**src/rtl/ext_cursor_pkg.sv**
```systemverilog
package ext_cursor_pkg;
  localparam int unsigned DATA_W = 8;
  localparam int unsigned POS_W  = 2 * DATA_W;
  localparam int unsigned OFFS_W = 5;

  typedef logic [DATA_W-1:0] byte_t;
  typedef logic [POS_W-1:0]  pos_t;

  typedef struct packed {
    pos_t x;
    pos_t y;
  } cursor_pos_t;
endpackage

```
**src/rtl/ext_reg_file.sv**
```systemverilog
module ext_reg_file
  import ext_cursor_pkg::*;
#(
  parameter int unsigned NUM_REGS = 256,
  parameter logic [OFFS_W-1:0] OFFS_INDEX = 5'h0E,
  parameter logic [OFFS_W-1:0] OFFS_DATA  = 5'h0F,
  parameter int unsigned HLO_IDX = 8'h50,
  parameter int unsigned HHI_IDX = 8'h51,
  parameter int unsigned VLO_IDX = 8'h52,
  parameter int unsigned VHI_IDX = 8'h53,
  localparam int unsigned IDX_W = $clog2(NUM_REGS)
) (
  input  logic              clk_i,
  input  logic              rst_ni,
  input  logic [OFFS_W-1:0] reg_addr_i,
  input  logic              wr_i,
  input  byte_t             wdata_i,
  output byte_t             rdata_o,
  output byte_t             hlo_o,
  output byte_t             hhi_o,
  output byte_t             vlo_o,
  output logic              commit_o
);
  logic [IDX_W-1:0] index_q;
  byte_t            mem_q [NUM_REGS];

  logic wr_index, wr_data;
  assign wr_index = wr_i && (reg_addr_i == OFFS_INDEX);
  assign wr_data  = wr_i && (reg_addr_i == OFFS_DATA);

  always_ff @(posedge clk_i or negedge rst_ni) begin
    if (!rst_ni) begin
      index_q <= '0;
    end else if (wr_index) begin
      index_q <= wdata_i[IDX_W-1:0];
    end
  end

  for (genvar g = 0; g < NUM_REGS; g++) begin : g_reg
    always_ff @(posedge clk_i or negedge rst_ni) begin
      if (!rst_ni) begin
        mem_q[g] <= '0;
      end else if (wr_data && (index_q == IDX_W'(g))) begin
        mem_q[g] <= wdata_i;
      end
    end
  end

  always_comb begin
    rdata_o = '0;
    if (reg_addr_i == OFFS_INDEX) begin
      rdata_o = DATA_W'(index_q);
    end else if (reg_addr_i == OFFS_DATA) begin
      rdata_o = mem_q[index_q];
    end
  end

  assign hlo_o    = mem_q[HLO_IDX];
  assign hhi_o    = mem_q[HHI_IDX];
  assign vlo_o    = mem_q[VLO_IDX];
  assign commit_o = wr_data && (index_q == IDX_W'(VHI_IDX));

  AST_INDEX_HOLD: assert property (@(posedge clk_i) disable iff (!rst_ni)
    !(wr_i && reg_addr_i == OFFS_INDEX) |=> $stable(index_q));

  AST_DATA_WRITE: assert property (@(posedge clk_i) disable iff (!rst_ni)
    (wr_i && reg_addr_i == OFFS_DATA) |=> (mem_q[$past(index_q)] == $past(wdata_i)));

  AST_UNMAPPED_READ: assert property (@(posedge clk_i) disable iff (!rst_ni)
    (reg_addr_i != OFFS_INDEX && reg_addr_i != OFFS_DATA) |-> (rdata_o == '0));
endmodule

```
**src/rtl/cursor_latch.sv**
```systemverilog
module cursor_latch
  import ext_cursor_pkg::*;
(
  input  logic        clk_i,
  input  logic        rst_ni,
  input  logic        commit_i,
  input  byte_t       hlo_i,
  input  byte_t       hhi_i,
  input  byte_t       vlo_i,
  input  byte_t       vhi_i,
  output cursor_pos_t pos_o
);
  cursor_pos_t pos_q;

  // all four bytes move on one edge; the high vertical byte is taken from the bus
  always_ff @(posedge clk_i or negedge rst_ni) begin
    if (!rst_ni) begin
      pos_q <= '0;
    end else if (commit_i) begin
      pos_q.x <= {hhi_i, hlo_i};
      pos_q.y <= {vhi_i, vlo_i};
    end
  end

  assign pos_o = pos_q;

  AST_POS_HOLD: assert property (@(posedge clk_i) disable iff (!rst_ni)
    !commit_i |=> $stable(pos_q));

  AST_POS_COMMIT: assert property (@(posedge clk_i) disable iff (!rst_ni)
    commit_i |=> (pos_q.y[POS_W-1:DATA_W] == $past(vhi_i)));
endmodule

```
**src/rtl/cursor_hit.sv**
```systemverilog
module cursor_hit
  import ext_cursor_pkg::*;
#(
  parameter int unsigned BOX_W = 12,
  parameter int unsigned BOX_H = 22
) (
  input  cursor_pos_t pos_i,
  input  pos_t        px_i,
  input  pos_t        py_i,
  output logic        hit_o
);
  localparam int unsigned EXT_W = POS_W + 1;

  logic [EXT_W-1:0] x_end, y_end;
  logic             in_x, in_y;

  assign x_end = {1'b0, pos_i.x} + EXT_W'(BOX_W);
  assign y_end = {1'b0, pos_i.y} + EXT_W'(BOX_H);
  assign in_x  = (px_i >= pos_i.x) && ({1'b0, px_i} < x_end);
  assign in_y  = (py_i >= pos_i.y) && ({1'b0, py_i} < y_end);
  assign hit_o = in_x && in_y;

  always_comb begin
    if (hit_o) begin
      AST_HIT_X: assert ((px_i - pos_i.x) < POS_W'(BOX_W));
      AST_HIT_Y: assert ((py_i - pos_i.y) < POS_W'(BOX_H));
    end
  end
endmodule

```
**src/rtl/ext_cursor_regs.sv**
```systemverilog
module ext_cursor_regs
  import ext_cursor_pkg::*;
#(
  parameter int unsigned NUM_REGS = 256,
  parameter int unsigned HLO_IDX  = 8'h50,
  parameter int unsigned HHI_IDX  = 8'h51,
  parameter int unsigned VLO_IDX  = 8'h52,
  parameter int unsigned VHI_IDX  = 8'h53,
  parameter int unsigned BOX_W    = 12,
  parameter int unsigned BOX_H    = 22
) (
  input  logic        clk_i,
  input  logic        rst_ni,
  input  logic [4:0]  reg_addr_i,
  input  logic        wr_i,
  input  logic [7:0]  wdata_i,
  output logic [7:0]  rdata_o,
  input  logic [15:0] px_i,
  input  logic [15:0] py_i,
  output logic [15:0] cursor_x_o,
  output logic [15:0] cursor_y_o,
  output logic        in_cursor_o
);
  byte_t       hlo, hhi, vlo;
  logic        commit;
  cursor_pos_t pos;

  ext_reg_file #(
    .NUM_REGS(NUM_REGS),
    .HLO_IDX (HLO_IDX),
    .HHI_IDX (HHI_IDX),
    .VLO_IDX (VLO_IDX),
    .VHI_IDX (VHI_IDX)
  ) u_regs (
    .clk_i     (clk_i),
    .rst_ni    (rst_ni),
    .reg_addr_i(reg_addr_i),
    .wr_i      (wr_i),
    .wdata_i   (wdata_i),
    .rdata_o   (rdata_o),
    .hlo_o     (hlo),
    .hhi_o     (hhi),
    .vlo_o     (vlo),
    .commit_o  (commit)
  );

  cursor_latch u_latch (
    .clk_i   (clk_i),
    .rst_ni  (rst_ni),
    .commit_i(commit),
    .hlo_i   (hlo),
    .hhi_i   (hhi),
    .vlo_i   (vlo),
    .vhi_i   (wdata_i),
    .pos_o   (pos)
  );

  cursor_hit #(
    .BOX_W(BOX_W),
    .BOX_H(BOX_H)
  ) u_hit (
    .pos_i(pos),
    .px_i (px_i),
    .py_i (py_i),
    .hit_o(in_cursor_o)
  );

  assign cursor_x_o = pos.x;
  assign cursor_y_o = pos.y;

  AST_X_FROM_REGS: assert property (@(posedge clk_i) disable iff (!rst_ni)
    commit |=> (cursor_x_o == {$past(hhi), $past(hlo)}));
endmodule

```
**config.mk**
```make
export PLATFORM = sky130hd
export DESIGN_NAME = ext_cursor_regs
export DESIGN_NICKNAME = d
export VERILOG_FILES = /design/src/rtl/ext_cursor_pkg.sv /design/src/rtl/ext_reg_file.sv /design/src/rtl/cursor_latch.sv /design/src/rtl/cursor_hit.sv /design/src/rtl/ext_cursor_regs.sv
export SDC_FILE = /design/constraint.sdc
export NUM_CORES = 2
export LEC_CHECK = 0
export BUFFER_PORTS_ARGS = -buffer_cell sky130_fd_sc_hd__buf_2
export CAP_MARGIN = 10
export CORE_ASPECT_RATIO = 1.4
export CORE_MARGIN = 1.5
export CORE_UTILIZATION = 50
export CTS_CLUSTER_DIAMETER = 100
export CTS_CLUSTER_SIZE = 10
export DETAILED_ROUTE_END_ITERATION = 7
export HOLD_SLACK_MARGIN = 0.15
export PLACE_DENSITY = 0.65
export SETUP_SLACK_MARGIN = 0.05
export SLEW_MARGIN = 20
export SYNTH_ARGS = -nofsm -noshare
export SYNTH_HDL_FRONTEND = slang
export SYNTH_HIERARCHICAL = 1
export SYNTH_SLANG_ARGS = --single-unit
```
**constraint.sdc**
```tcl
create_clock -name clk_i -period 3.2 [get_ports clk_i]
set_input_delay 0 -clock clk_i [delete_from_list [all_inputs] [get_ports clk_i]]
set_output_delay 0 -clock clk_i [all_outputs]
set_load 0.05 [all_outputs]
```
==> insert_results.sql <==
INSERT INTO impl_metrics (metric_group, metric, value, unit) VALUES
('die', 'die_x', '377', 'um'),
('pwr', 'power_leakage', '0.0537', 'uW'),
('cells_and_area', 'combined_area_of_the_multi_input_logic_cells', '0.0440', 'sq mm'),
('yosys', 'synth_simple_gate_area_frac', '0.0339', ''),
('timing', 'final_report_hold_violation_count', '0', ''),
('placement', 'place_hpwl', '176', 'mm'),
('routing', 'drt_pass1_iterations', '8', ''),
('placement', 'port_buffers', '88', ''),
('cells_and_area', 'nNetsFinal', '7125', ''),
('timing', 'timing.final.crit_period', '4100', 'ps'),
('routing', 'detail_route.wl_per_cell', '28.0', 'um'),
('die', 'start_util', '0.504', ''),
('yosys', 'synth_top_family_by_area', 'multiplexers', ''),
('cells_and_area', 'stdcell_count', '9632', ''),
('status', 'result_of_the_run', 'complete, but fails checks', ''),
('timing', 'worst_slew_margin_rel', '0.324', ''),
('yosys', 'syn_avg_cell_area', '15.2', 'sq um'),
('die', 'count_of_boundary_i_o_pins', '89', ''),
('clocking', 'clock-sinks', '2088', ''),
('setup_path', 'crit_path_start_kind', 'register', ''),
('setup_path', 'critPathRequiredTime', '3200', 'ps'),
('timing', 'grt_setup_unrepaired', 'yes', ''),
('yosys', 'count_of_flip_flops_with_a_built_in_enable_after_synthesis', '0', ''),
('yosys', 'post-synth-top-count-cell', 'sky130_fd_sc_hd__dfrtp_1', ''),
('yosys', 'synth-xor-area-share', '0.00224', ''),
('clocking', 'clock_insertion_delay_worst_skew', '880', 'ps'),
('routing', 'drt-vias-per-instance', '6.10', ''),
('placement', 'number_of_cells_in_the_design_after_placement', '9281', ''),
('routing', 'via_count', '58800', ''),
('clocking', 'max-clock-path-buffers', '4', ''),
('routing', 'post-route-drc-count', '0', ''),
('yosys', 'netlist_instances', '6436', ''),
('die', 'die_h', '526', 'um'),
('yosys', 'synth.lib_cells_used.distinct', '71', ''),
('timing', 'slew_violations', '0', ''),
('placement', 'gp_congestion', '0.912', ''),
('yosys', 'synth_fp_nets', '6547', ''),
('grt', 'first_global_vias', '63700', ''),
('clocking', 'tritoncts', 'yes', ''),
('cells_and_area', 'seq_area', '0.0523', 'sq mm'),
('timing', 'setup_viol', '9', ''),
('routing', 'antenna_left', '0', ''),
('timing', 'final.setup.worst_slack', '-905', 'ps'),
('setup_path', 'timing.reg2reg.setup_slack', '80', 'ps'),
('cells_and_area', 'layout.cell_area.non_filler', '0.114', 'sq mm'),
('routing', 'dr.first_iter.drc_count', '4118', ''),
('setup_path', 'timing_worst_setup_path_type', 'register to output pin', ''),
('hold_path', 'min-delay-path-class', 'input pin to async pin', ''),
('die', 'core-area', '0.194', 'sq mm'),
('grt', 'grt_overflow', '0', ''),
('die', 'std_cell_rows', '191', ''),
('yosys', 'synth_top_area_share', '0.535', ''),
('clocking', 'cts.reportedPaths.clkPinSlew', '60', 'ps'),
('cells_and_area', 'fill_cells', '15000', ''),
('yosys', 'synth.yosys.warnings', '6', ''),
('grt', 'wire_length_of_the_first_global_routing_pass', '412', 'mm'),
('yosys', 'yosys.area_share.adder', '0.00807', ''),
('timing', 'worst_clock_skew', '61.9', 'ps'),
('yosys', 'yosys.area.top_type', 'sky130_fd_sc_hd__dfrtp_1', ''),
('clocking', 'htree_levels', '4', ''),
('yosys', 'post_synth_most_frequent_cells', '2,088 x sky130_fd_sc_hd__dfrtp_1, 2,066 x sky130_fd_sc_hd__mux2_2, 428 x sky130_fd_sc_hd__mux4_2, 269 x sky130_fd_sc_hd__clkbuf_1, 223 x sky130_fd_sc_hd__mux2i_1', ''),
('cells_and_area', 'post_route_cells_drive_above_1_share', '0.565', ''),
('grt', 'gr-usage-all-layers', '0.274', ''),
('grt', 'antenna_violations_before_repair', '2', ''),
('status', 'failed_checks', 'setup timing', ''),
('yosys', 'synth-async-reset-ratio', '1.00', ''),
('cells_and_area', 'final_core_utilization', '0.587', ''),
('yosys', 'netlist_area', '0.0977', 'sq mm'),
('yosys', 'synth.area.mux_share', '0.364', ''),
('routing', 'finalWirelength', '270', 'mm'),
('clocking', 'cts_made_buffers', '234', '');
==> through the flow <==
step	hold slack [ps]	power (uW)	setup WS [ps]	setup TNS [ps]
3_3_place_gp	-141	34700	-633	-5520
3_5_place_dp	-139	34800	-703	-5870
2_1_floorplan	-296	31000	105	0
5_1_grt	214	60300	-951	-7580
4_1_cts	174	58600	-888	-7260
6_report	215	58400	-905	-7030
==> registers in the layout, indices dropped and copies added (netlist names) <==
signal	flops
u_latch/pos_o	32
u_regs/hhi_o	8
u_regs/hlo_o	8
u_regs/index_q	8
u_regs/mem_q	2024
u_regs/vlo_o	8
==> report_power, final <==
| part | internal, uW | total (uW) | switching, uW |
|---|---|---|---|
| registers | 26600 | 26700 | 121 |
| logic | 3610 | 8800 | 5190 |
| clock network | 12900 | 22900 | 10000 |
| total | 43100 | 58400 | 15300 |
==> layout by cell type, fill, tap and decap left out, drive strengths merged, types with 3 or more instances in the layout <==
cell	netlist	final
nor2	261	261
o21ai	50	50
dlygate4sd3	0	13
nor2b	17	18
buf	217	805
ha	63	63
a221oi	36	36
o311ai	6	6
a211oi	23	23
o211ai	11	11
nand2	159	159
o22ai	71	71
a31oi	9	9
nand3b	3	3
nand4	18	18
mux2i	223	223
xnor2	23	23
nor3b	10	10
and2	9	9
mux4	428	428
a21oi	42	42
nand2b	8	8
nor4	3	3
dfrtp	2088	2088
a22oi	97	97
o2111ai	7	7
nand4b	4	4
a21o	6	6
clkbuf	269	246
mux2	2096	2096
bufbuf	0	5
inv	42	46
a2111oi	23	23
a22o	22	22
nor3	22	22
nand3	23	23
and3	23	23
==> logic make-up after synthesis <==
logic type,after synthesis
xor+xnor,25
buf+inv,528
flops,2088
simple gates,570
compound gates,415
fa+ha+maj,63
mux,2747
==> routing by layer <==
metal / track usage / wire length, um / vias up
met3: 0.0367 / 12000 / 528
li1: - / - / 25000
met2: 0.468 / 137000 / 1483
met5: 0 / 263 / -
met1: 0.355 / 110000 / 31800
met4: 0.106 / 11300 / 6
==> layout make-up <==
cell class,count,share of cell area
clock inverters,5,0.000649
flip-flops and latches,2088,0.459
repair buffers,827,0.0710
clock buffers,242,0.0522
inverters,42,0.00139
well taps,2605,0.0286
diodes,2,0.0000440
multi-input cells,3821,0.387
==> worst max-delay path: stages (launching register included) <==
cell                        delay (ps)
sky130_fd_sc_hd__dfrtp_4           510
sky130_fd_sc_hd__buf_12            170
sky130_fd_sc_hd__buf_12            130
sky130_fd_sc_hd__buf_16            150
sky130_fd_sc_hd__clkbuf_16         180
sky130_fd_sc_hd__buf_12            120
sky130_fd_sc_hd__mux4_2            410
sky130_fd_sc_hd__a22o_1            250
sky130_fd_sc_hd__a221oi_2          240
sky130_fd_sc_hd__o22ai_2           200
sky130_fd_sc_hd__nor3b_4           450
sky130_fd_sc_hd__o21ai_2           180
sky130_fd_sc_hd__buf_6             180
==> repair_timing <==
item / CTS / global route
hold buffers: 14 / 0
pin swaps: 40 / 36
gates cloned: 9 / 4
resized for setup: 207 / 92
endpoints found under the setup margin: 62 / 43
hold endpoints to repair: 3847 / 0
buffers inserted: 39 / 37
==> final timing paths <==
kind / endpoint / start
worst min register to register: u_regs/mem_q[616]$_DFFE_PN0P_ / u_regs/mem_q[616]$_DFFE_PN0P_
worst min-delay path: u_regs/mem_q[774]$_DFFE_PN0P_ / rst_ni
worst max-delay path: rdata_o[0] / u_regs/index_q[0]$_DFFE_PN0P_
min in group clk_i: u_regs/mem_q[1520]$_DFFE_PN0P_ / wdata_i[0]
worst max register to register: u_regs/mem_q[1551]$_DFFE_PN0P_ / u_regs/index_q[0]$_DFFE_PN0P_
max in group asynchronous: u_regs/mem_q[1754]$_DFFE_PN0P_ / rst_ni
(Power assumes the default switching activity.)
